[config.mk]
export PLATFORM = sky130hd
export DESIGN_NAME = uart_tx_fifo
export DESIGN_NICKNAME = d
export VERILOG_FILES = /design/src/rtl/uart_txq_pkg.sv /design/src/rtl/txq_mode_reg.sv /design/src/rtl/txq_ring.sv /design/src/rtl/txq_req.sv /design/src/rtl/uart_tx_fifo.sv
export SDC_FILE = /design/constraint.sdc
export NUM_CORES = 1
export LEC_CHECK = 0
export ABC_AREA = 1
export BUFFER_PORTS_ARGS = -buffer_cell sky130_fd_sc_hd__buf_2
export CELL_PAD_IN_SITES_DETAIL_PLACEMENT = 1
export CELL_PAD_IN_SITES_GLOBAL_PLACEMENT = 2
export CORE_MARGIN = 2
export CORE_UTILIZATION = 39
export DETAILED_ROUTE_END_ITERATION = 10
export PLACE_DENSITY_LB_ADDON = 0.3
export SLEW_MARGIN = 20
export SYNTH_ARGS = -nofsm -noshare
export SYNTH_HDL_FRONTEND = slang
export SYNTH_SLANG_ARGS = --single-unit
export TNS_END_PERCENT = 20
[constraint.sdc]
create_clock -name clk -period 9.58 [get_ports clk]
set_clock_uncertainty 0.15 [all_clocks]
set_input_delay 0.958 -clock clk [delete_from_list [all_inputs] [get_ports clk]]
set_output_delay 0.958 -clock clk [all_outputs]
set_load 0.005 [all_outputs]
[src/rtl/uart_txq_pkg.sv]
package uart_txq_pkg;

  typedef enum logic [1:0] {
    RDY_ONE   = 2'b00,
    RDY_TWO   = 2'b01,
    RDY_FOUR  = 2'b10,
    RDY_FOURX = 2'b11
  } rdy_mode_e;

  // Free slots required before a ready line asserts.
  function automatic int unsigned rdy_need(input logic [1:0] mode, input int unsigned lanes);
    case (mode)
      RDY_ONE: return 1;
      RDY_TWO: return 2;
      default: return lanes;
    endcase
  endfunction

endpackage

[src/rtl/txq_mode_reg.sv]
module txq_mode_reg (
  input  logic       clk,
  input  logic       rst_n,
  input  logic       cfg_we,
  input  logic       cfg_fifo_en,
  input  logic [1:0] cfg_tx_mode,
  input  logic [1:0] cfg_rx_mode,
  output logic       fifo_en_q,
  output logic [1:0] tx_mode_q,
  output logic [1:0] rx_mode_q,
  output logic       flush
);

  // Enable change empties the queue on the same edge.
  assign flush = cfg_we && (cfg_fifo_en != fifo_en_q);

  always_ff @(posedge clk) begin
    if (!rst_n) begin
      fifo_en_q <= 1'b0;
      tx_mode_q <= 2'b00;
      rx_mode_q <= 2'b00;
    end else if (cfg_we) begin
      fifo_en_q <= cfg_fifo_en;
      tx_mode_q <= cfg_fifo_en ? cfg_tx_mode : 2'b00;
      rx_mode_q <= cfg_fifo_en ? cfg_rx_mode : 2'b00;
    end
  end

  a_r7_legacy_modes_zero: assert property (@(posedge clk) disable iff (!rst_n)
    !fifo_en_q |-> (tx_mode_q == 2'b00 && rx_mode_q == 2'b00));

  a_r6_rx_holds_without_write: assert property (@(posedge clk) disable iff (!rst_n)
    !cfg_we |=> $stable(rx_mode_q) && $stable(tx_mode_q));

endmodule

[src/rtl/txq_ring.sv]
module txq_ring #(
  parameter int DEPTH  = 16,
  parameter int CHAR_W = 8,
  parameter int LANES  = 4,
  parameter int CNT_W  = $clog2(DEPTH + 1)
) (
  input  logic                      clk,
  input  logic                      rst_n,
  input  logic                      clear,
  input  logic [CNT_W-1:0]          cap,
  input  logic                      push_en,
  input  logic                      push_word,
  input  logic [CHAR_W*LANES-1:0]   push_data,
  input  logic                      pop,
  output logic [CNT_W-1:0]          count,
  output logic [CHAR_W-1:0]         head,
  output logic                      lost
);

  localparam int PTR_W = $clog2(DEPTH);

  logic [CHAR_W-1:0] mem [DEPTH];
  logic [CHAR_W-1:0] lane_char [LANES];
  logic [PTR_W-1:0]  wptr, rptr;
  logic [CNT_W-1:0]  n_req, free, n_acc;
  logic              do_pop;

  for (genvar l = 0; l < LANES; l++) begin : g_lane
    assign lane_char[l] = push_data[l*CHAR_W +: CHAR_W];
  end

  assign n_req  = push_word ? CNT_W'(LANES) : CNT_W'(1);
  assign free   = cap - count;
  assign n_acc  = !push_en ? '0 : ((n_req > free) ? free : n_req);
  assign do_pop = pop && (count != '0);
  assign head   = mem[rptr];

  always_ff @(posedge clk) begin
    if (!rst_n || clear) begin
      wptr  <= '0;
      rptr  <= '0;
      count <= '0;
      lost  <= 1'b0;
    end else begin
      if (do_pop) rptr <= rptr + 1'b1;
      wptr  <= wptr + PTR_W'(n_acc);
      count <= count + n_acc - CNT_W'(do_pop);
      if (push_en && (n_req > free)) lost <= 1'b1;
    end
  end

  always_ff @(posedge clk) begin
    for (int l = 0; l < LANES; l++) begin
      if (rst_n && !clear && (CNT_W'(l) < n_acc))
        mem[wptr + PTR_W'(l)] <= lane_char[l];
    end
  end

  a_r4_count_within_cap: assert property (@(posedge clk) disable iff (!rst_n)
    count <= cap);

  a_r4_lost_sticky: assert property (@(posedge clk) disable iff (!rst_n)
    lost && !clear |=> lost);

  a_r8_clear_empties: assert property (@(posedge clk) disable iff (!rst_n)
    clear |=> (count == '0) && !lost);

  a_r2_word_adds_lanes: assert property (@(posedge clk) disable iff (!rst_n)
    push_en && push_word && !clear && !pop && (free >= CNT_W'(LANES))
    |=> count == $past(count) + CNT_W'(LANES));

endmodule

[src/rtl/txq_req.sv]
module txq_req
  import uart_txq_pkg::*;
#(
  parameter int LANES = 4,
  parameter int CNT_W = 5
) (
  input  logic             clk,
  input  logic             rst_n,
  input  logic [CNT_W-1:0] count,
  input  logic [CNT_W-1:0] cap,
  input  logic [1:0]       tx_mode,
  output logic             tx_ready,
  output logic             dma_req
);

  logic [CNT_W-1:0] free;
  logic [CNT_W-1:0] need;

  assign free     = cap - count;
  assign need     = CNT_W'(rdy_need(tx_mode, LANES));
  assign tx_ready = (free != '0);
  assign dma_req  = (free >= need);

  a_r5_four_mode_room: assert property (@(posedge clk) disable iff (!rst_n)
    dma_req && tx_mode[1] |-> (cap - count) >= CNT_W'(LANES));

endmodule

[src/rtl/uart_tx_fifo.sv]
module uart_tx_fifo #(
  parameter int DEPTH  = 16,
  parameter int CHAR_W = 8,
  parameter int LANES  = 4
) (
  input  logic                    clk,
  input  logic                    rst_n,
  input  logic                    cfg_we,
  input  logic                    cfg_fifo_en,
  input  logic [1:0]              cfg_tx_mode,
  input  logic [1:0]              cfg_rx_mode,
  input  logic                    fifo_clr,
  input  logic                    thr_we,
  input  logic                    thr_word,
  input  logic [CHAR_W*LANES-1:0] thr_data,
  output logic                    ser_valid,
  input  logic                    ser_ready,
  output logic [CHAR_W-1:0]       ser_data,
  output logic                    tx_ready,
  output logic                    dma_req,
  output logic                    ovf_flag,
  output logic                    fifo_en_q,
  output logic [1:0]              tx_mode_q,
  output logic [1:0]              rx_mode_q
);

  localparam int CNT_W = $clog2(DEPTH + 1);

  logic             flush, clear_any;
  logic [CNT_W-1:0] cap, count;

  txq_mode_reg u_mode (
    .clk, .rst_n, .cfg_we, .cfg_fifo_en, .cfg_tx_mode, .cfg_rx_mode,
    .fifo_en_q, .tx_mode_q, .rx_mode_q, .flush
  );

  assign clear_any = fifo_clr || flush;
  assign cap       = fifo_en_q ? CNT_W'(DEPTH) : CNT_W'(1);

  txq_ring #(.DEPTH(DEPTH), .CHAR_W(CHAR_W), .LANES(LANES), .CNT_W(CNT_W)) u_ring (
    .clk, .rst_n,
    .clear     (clear_any),
    .cap       (cap),
    .push_en   (thr_we),
    .push_word (thr_word),
    .push_data (thr_data),
    .pop       (ser_ready),
    .count     (count),
    .head      (ser_data),
    .lost      (ovf_flag)
  );

  assign ser_valid = (count != '0);

  txq_req #(.LANES(LANES), .CNT_W(CNT_W)) u_req (
    .clk, .rst_n, .count, .cap,
    .tx_mode (tx_mode_q),
    .tx_ready,
    .dma_req
  );

  a_r3_head_held: assert property (@(posedge clk) disable iff (!rst_n)
    ser_valid && !ser_ready && !clear_any |=> ser_valid && $stable(ser_data));

  a_r9_enable_change_flushes: assert property (@(posedge clk) disable iff (!rst_n)
    flush |=> !ser_valid);

endmodule

# --- Word level (Yosys, flattened, before mapping) ---
# Memories as Yosys holds them, arrays and structs flattened. A register that Yosys moved wholly into a read port is not among the register bits.
# Index checks and enable logic that the tools add are counted.
word_totals:
  reg_bits: 19
  ram_bits: 128
  n_memories: 1
  out_inout_bits: 17
  input_bits: 44
  wordCells: 56
mem_list:
  columns: ["memory", "depth", "word_bits", "rd", "rd_clocked_by_memory_dff", "wr", "line", "source"]
  rows:
  - ["u_ring.mem", 16, 8, 1, 1, 4, "txq_ring.sv:22", "logic [CHAR_W-1:0] mem [DEPTH];"]
classes:
  mux: 17
  reduce_logical: 15
  n_eq_ne: 2
  addsub: 8
  n_lt_le_gt_ge: 6
ops:
  columns: ["cell", "n"]
  rows:
  - ["5-bit two-way mux", 3]
  - ["1-bit by 5-bit less-than comparator with 1-bit output (first input constant)", 2]
  - ["2-bit by 5-bit less-than comparator with 1-bit output (first input constant)", 2]
  - ["5-bit nonzero test", 2]
  - ["4-bit by 1-bit adder with 4-bit output (second input constant)", 2]
  - ["4-bit by 2-bit adder with 4-bit output (second input constant)", 2]
  - ["1-bit logical AND", 8]
  - ["1-bit two-way mux", 8]
  - ["4-bit two-way mux", 2]
  - ["3-bit one-hot mux with 2 select lines", 1]
  - ["5-bit adder", 1]
  - ["5-bit by 3-bit >= comparator with 1-bit output", 1]
  - ["5-bit > comparator", 1]
  - ["5-bit by 1-bit subtractor with 5-bit output", 1]
  - ["5-bit subtractor", 1]
  - ["4-bit adder", 1]
  - ["2-bit two-way mux", 2]
  - ["3-bit two-way mux", 1]
  - ["2-bit by 1-bit equality test with 1-bit output (second input constant)", 1]
  - ["1-bit logical NOT", 2]
  - ["2-bit logical NOT", 1]
  - ["1-bit logical OR", 2]
  - ["1-bit inequality test", 1]

# --- Depth between registers and ports, before layout ---
depth:
  depth_word: 9
  ltp_mapped: 20
  depth_no_buf: 19

# --- By module ---
# From an unflattened synthesis, not the netlist that was laid out.
unflattened:
  hier_cells: 1982
  area_unflattened_um2: 12954.9
modules_own_cells:
  columns: ["mod", "area_each_um2", "seq_area_each_um2", "cells_each", "instances"]
  rows:
  - ["txq_ring", 12441.9, 4204.0, 1896, 1]
  - ["txq_req", 292.8, 0.0, 53, 1]
  - ["txq_mode_reg", 190.2, 100.1, 26, 1]
  - ["uart_tx_fifo", 30.0, 0.0, 7, 1]

# --- Least setup slack after synthesis ---
# Ideal clock, no wire load.
synth_path:
  path_type: "flip-flop to flip-flop"
  from: "register u_mode.fifo_en_q"
  to: "memory u_ring.mem[4][0] (enable)"
  setup_slack_ns: 6.193
  arrival_ns: 2.897
  stages_incl_launch_ff: 16
  period_less_slack_ns: 3.387
  t_required_ns: 9.090
  n_path_buf: 2
  setup_time_ns: 0.340
  path_cell_list: "dfxtp_1 > ha_1 > inv_1 > ha_1 > xor2_1 > ha_1 > nand3_1 > a21boi_2 > nand3_4 > nand2_4 > nand3_4 > nand2_1 > buf_6 > buf_8 > nand4_2 > nand4_1"
synth_lines:
  columns: ["item", "line", "source"]
  rows:
  - ["from (decl)", "txq_mode_reg.sv:8", "output logic fifo_en_q,"]
  - ["from (signal assigned)", "txq_mode_reg.sv:23", "fifo_en_q <= cfg_fifo_en;"]
  - ["to (decl)", "txq_ring.sv:22", null]

==> flow_summary.toml <==
[outcome]
run_status = "completed"

[grt]
grt_pass1_wl_um = 88930
grt_max_degree = 96
grt_util_all_layers_pct = 33.86
grt_pass1_vias = 13580
antenna_found_initial = 2
grt-ovfl-total = 0

[die]
io_pins = 61
die_area_sq_mm = 0.03520
start_util_pct = 39.41
die_w_um = 187.6
row_count = 67
die_h_um = 187.6
core_area_sq_mm = 0.03336

[worst_setup_path]
critPathSlowestCell = "buf_4"
path_cells = "ha_1, inv_1, ha_1, xor2_1, ha_1, nand3_1, a21boi_2, nand3_4, nor2_4, nand2_2, nand2_4, nand2_4, inv_2, buf_4, nand3_1, nand4_1"
cp.arrival_ns = 5.23
crit_type = "reg2reg"
cp_max_fo = 58
cp_slowest_stage_delay_ns = 0.57
required_ns = 9.54
r2r_setup_slack_ns = 4.30
ff2ff_path_depth = 16
critPathTopFamily = "simple AND/OR/NAND/NOR gates"
cp-end-kind = "register"
r2r-end = "u_ring.mem[1][0]"
crit_path_frequent_cell = "ha_1"
worst_r2r_startpoint = "u_mode.fifo_en_q"
cp_num_cells = 16
crit_buf_inv = 3
cp-start-kind = "register"

[worst_hold_path]
hold_depth = 2
hold_path.class = "reg2reg"
hold_start = "u_mode.rx_mode_q[1]"
min_to = "u_mode.rx_mode_q[1]"

[drt]
drtIter0Drc = 1502
ant_nets = 0
drc = 0
dr_total_vias = 13960
via_per_inst = 5.874
wl_per_cell_um = 24.94
finalWirelength_um = 59260
drt_pass1_iterations = 6

[power]
ir_drop_v = 0.0001522
power.density_mw_per_mm2 = 185.9
p_leak_nw = 6.560

[clocking]
cts_buffer_depth = 2
cts_resized = 0
cts_made_buffers = 17
root_buffer = "clkbuf_16"
cts.hold.buffers_added = 0
clk_pin_slew_ns = 0.07
cts.htree.levels = 4
clkLatencyLatePin_ns = 0.46
postCtsSetupBuffers = 0
cts_tree = "built"
cts_num_sinks = 151

[sta]
tightestPinTransition_ns = 1.047
min_period_ns = 5.276
hold_viol_final = 0
setup-violations-final = 0
finalCritPeriodShare_pct = 55.08
hold_slack_ns = 0.3222
max_slew_margin_pct = 29.43
final.setup.tns_ns = 0
clock.fmax_ghz = 0.1895
slew_viol_final = 0
rsz0062_at_grt = "no"

[finish]
fin_nets = 1982
drive_gt1_share_pct = 11.11
area_growth_pct = 7.347

[synthesis]
syn_nets = 2014
synthesis.area_sq_mm = 0.01315
ys_ff_latch = 151
async_flop_share_pct = 0
ys.warnings.count = 0
synthTopCellsByArea = "edfxtp_1 (29%), nand2_1 (25%), nand4_1 (9.8%), nand3_1 (4.8%), dfxtp_1 (3.5%)"
synthCells = 1947
synth_cell_types = 45
yosysSeqAreaShare_pct = 32.74
ys.flop_type = "edfxtp_1"
netlist.area_leader.share_pct = 29.23
ys_top_cells_by_count = "nand2_1 (869), nand4_1 (206), edfxtp_1 (128)"
synth.most_common_cell = "nand2_1"
yosys.area.top_type = "edfxtp_1"
avgSynthCellArea_sq_um = 6.753
synth_edf_count = 128

[place]
port_buffers = 60
globalplace.congestion = 0.9236
dp_hpwl_um = 41700

[job]
max_cap_viol_count = 0
==> tightest hold or removal path, stage by stage, from the launching register on <==
cell     delay [ns]
dfxtp_1        0.31
nand2_1        0.06
a21oi_1        0.06
==> through the flow <==
stage | cells | worst slack, ns | cell area [sq um] | util, % | total power [W]
floorplan | 1947 | 6.193 | 13150 | - | 0.001622
global placement | 2344 | 4.580 | 13490 | 40.42 | 0.001854
global route | 2375 | 3.838 | 14110 | 42.29 | 0.002760
CTS | 2375 | 4.320 | 14110 | 42.29 | 0.002617
detailed placement | 2344 | 4.355 | 13490 | 40.42 | 0.001883
finish | 2376 | 4.304 | 14110 | 42.30 | 0.002623
==> worst max path at each step <==
stage	end	startpoint	slack (ns)
after global placement	u_ring.mem[1][1]	u_mode.fifo_en_q	4.58
final	u_ring.mem[1][0]	u_mode.fifo_en_q	4.30
after global routing	u_ring.mem[1][0]	u_mode.fifo_en_q	3.84
after detailed placement	u_ring.mem[1][2]	u_mode.fifo_en_q	4.35
after CTS	u_ring.mem[1][0]	u_mode.fifo_en_q	4.32
after floorplan	u_ring.mem[4][0]	u_mode.fifo_en_q	6.19
==> placed cells by master, fill, tap and decap left out, types with 23 or more instances in the layout <==
cell	count
nand3_1	127
a21oi_1	42
mux2i_1	32
nor2_1	56
nand4_1	206
edfxtp_1	128
o21ai_0	44
nand2_1	868
inv_2	27
buf_2	60
nand3_2	23
inv_1	116
o211ai_1	32
==> metal layers <==
layer  GRT usage, %  up-vias  share of wire [%]
met2          53.23      608                 45
met3          5.484      120                7.9
met1          46.21     6730                 43
li1               -     6499                  -
met5              0        -                  0
met4          14.20        0                3.8
==> kinds of logic (layout without fill, tap and decap cells) <==
kind of cell	Yosys count	after routing	share of synthesized area, %
adders and majority gates	23	23	2.303
buffers and inverters	268	248	8.765
and+or+nand+nor	1343	1343	47.93
other	1	2	0.02852
xor gates and xnor gates	4	4	0.2665
DFF	151	151	32.74
AOI/OAI and AO/OA	125	125	5.539
muxes	32	32	2.436
==> cell type report <==
| cell class | count | area, sq um |
|---|---|---|
| diodes | 1 | 2.502 |
| flip-flops and latches | 151 | 4308 |
| repair buffers | 69 | 367.9 |
| clock buffers | 17 | 425.4 |
| multi-input cells | 1528 | 7694 |
| well taps | 448 | 560.5 |
| clock inverters | 14 | 198.9 |
| fillers | 4419 | 19250 |
| inverters | 148 | 556.8 |
==> sequential cells by signal (all words and copies together) (netlist names), named ones only <==
name	count
u_mode.tx_mode_q	2
u_ring.wptr	4
u_ring.mem	128
u_mode.rx_mode_q	2
u_ring.count	5
u_mode.fifo_en_q	1
u_ring.lost	1
u_ring.rptr	4
==> power by group <==
part	total (W)	internal, W	switching (W)
clock	0.000736	0.000437	0.000299
sequential	0.000779	0.000749	0.0000294
combinational	0.00111	0.000268	0.000840
total	0.00262	0.00145	0.00117
(Power assumes the default switching activity.)
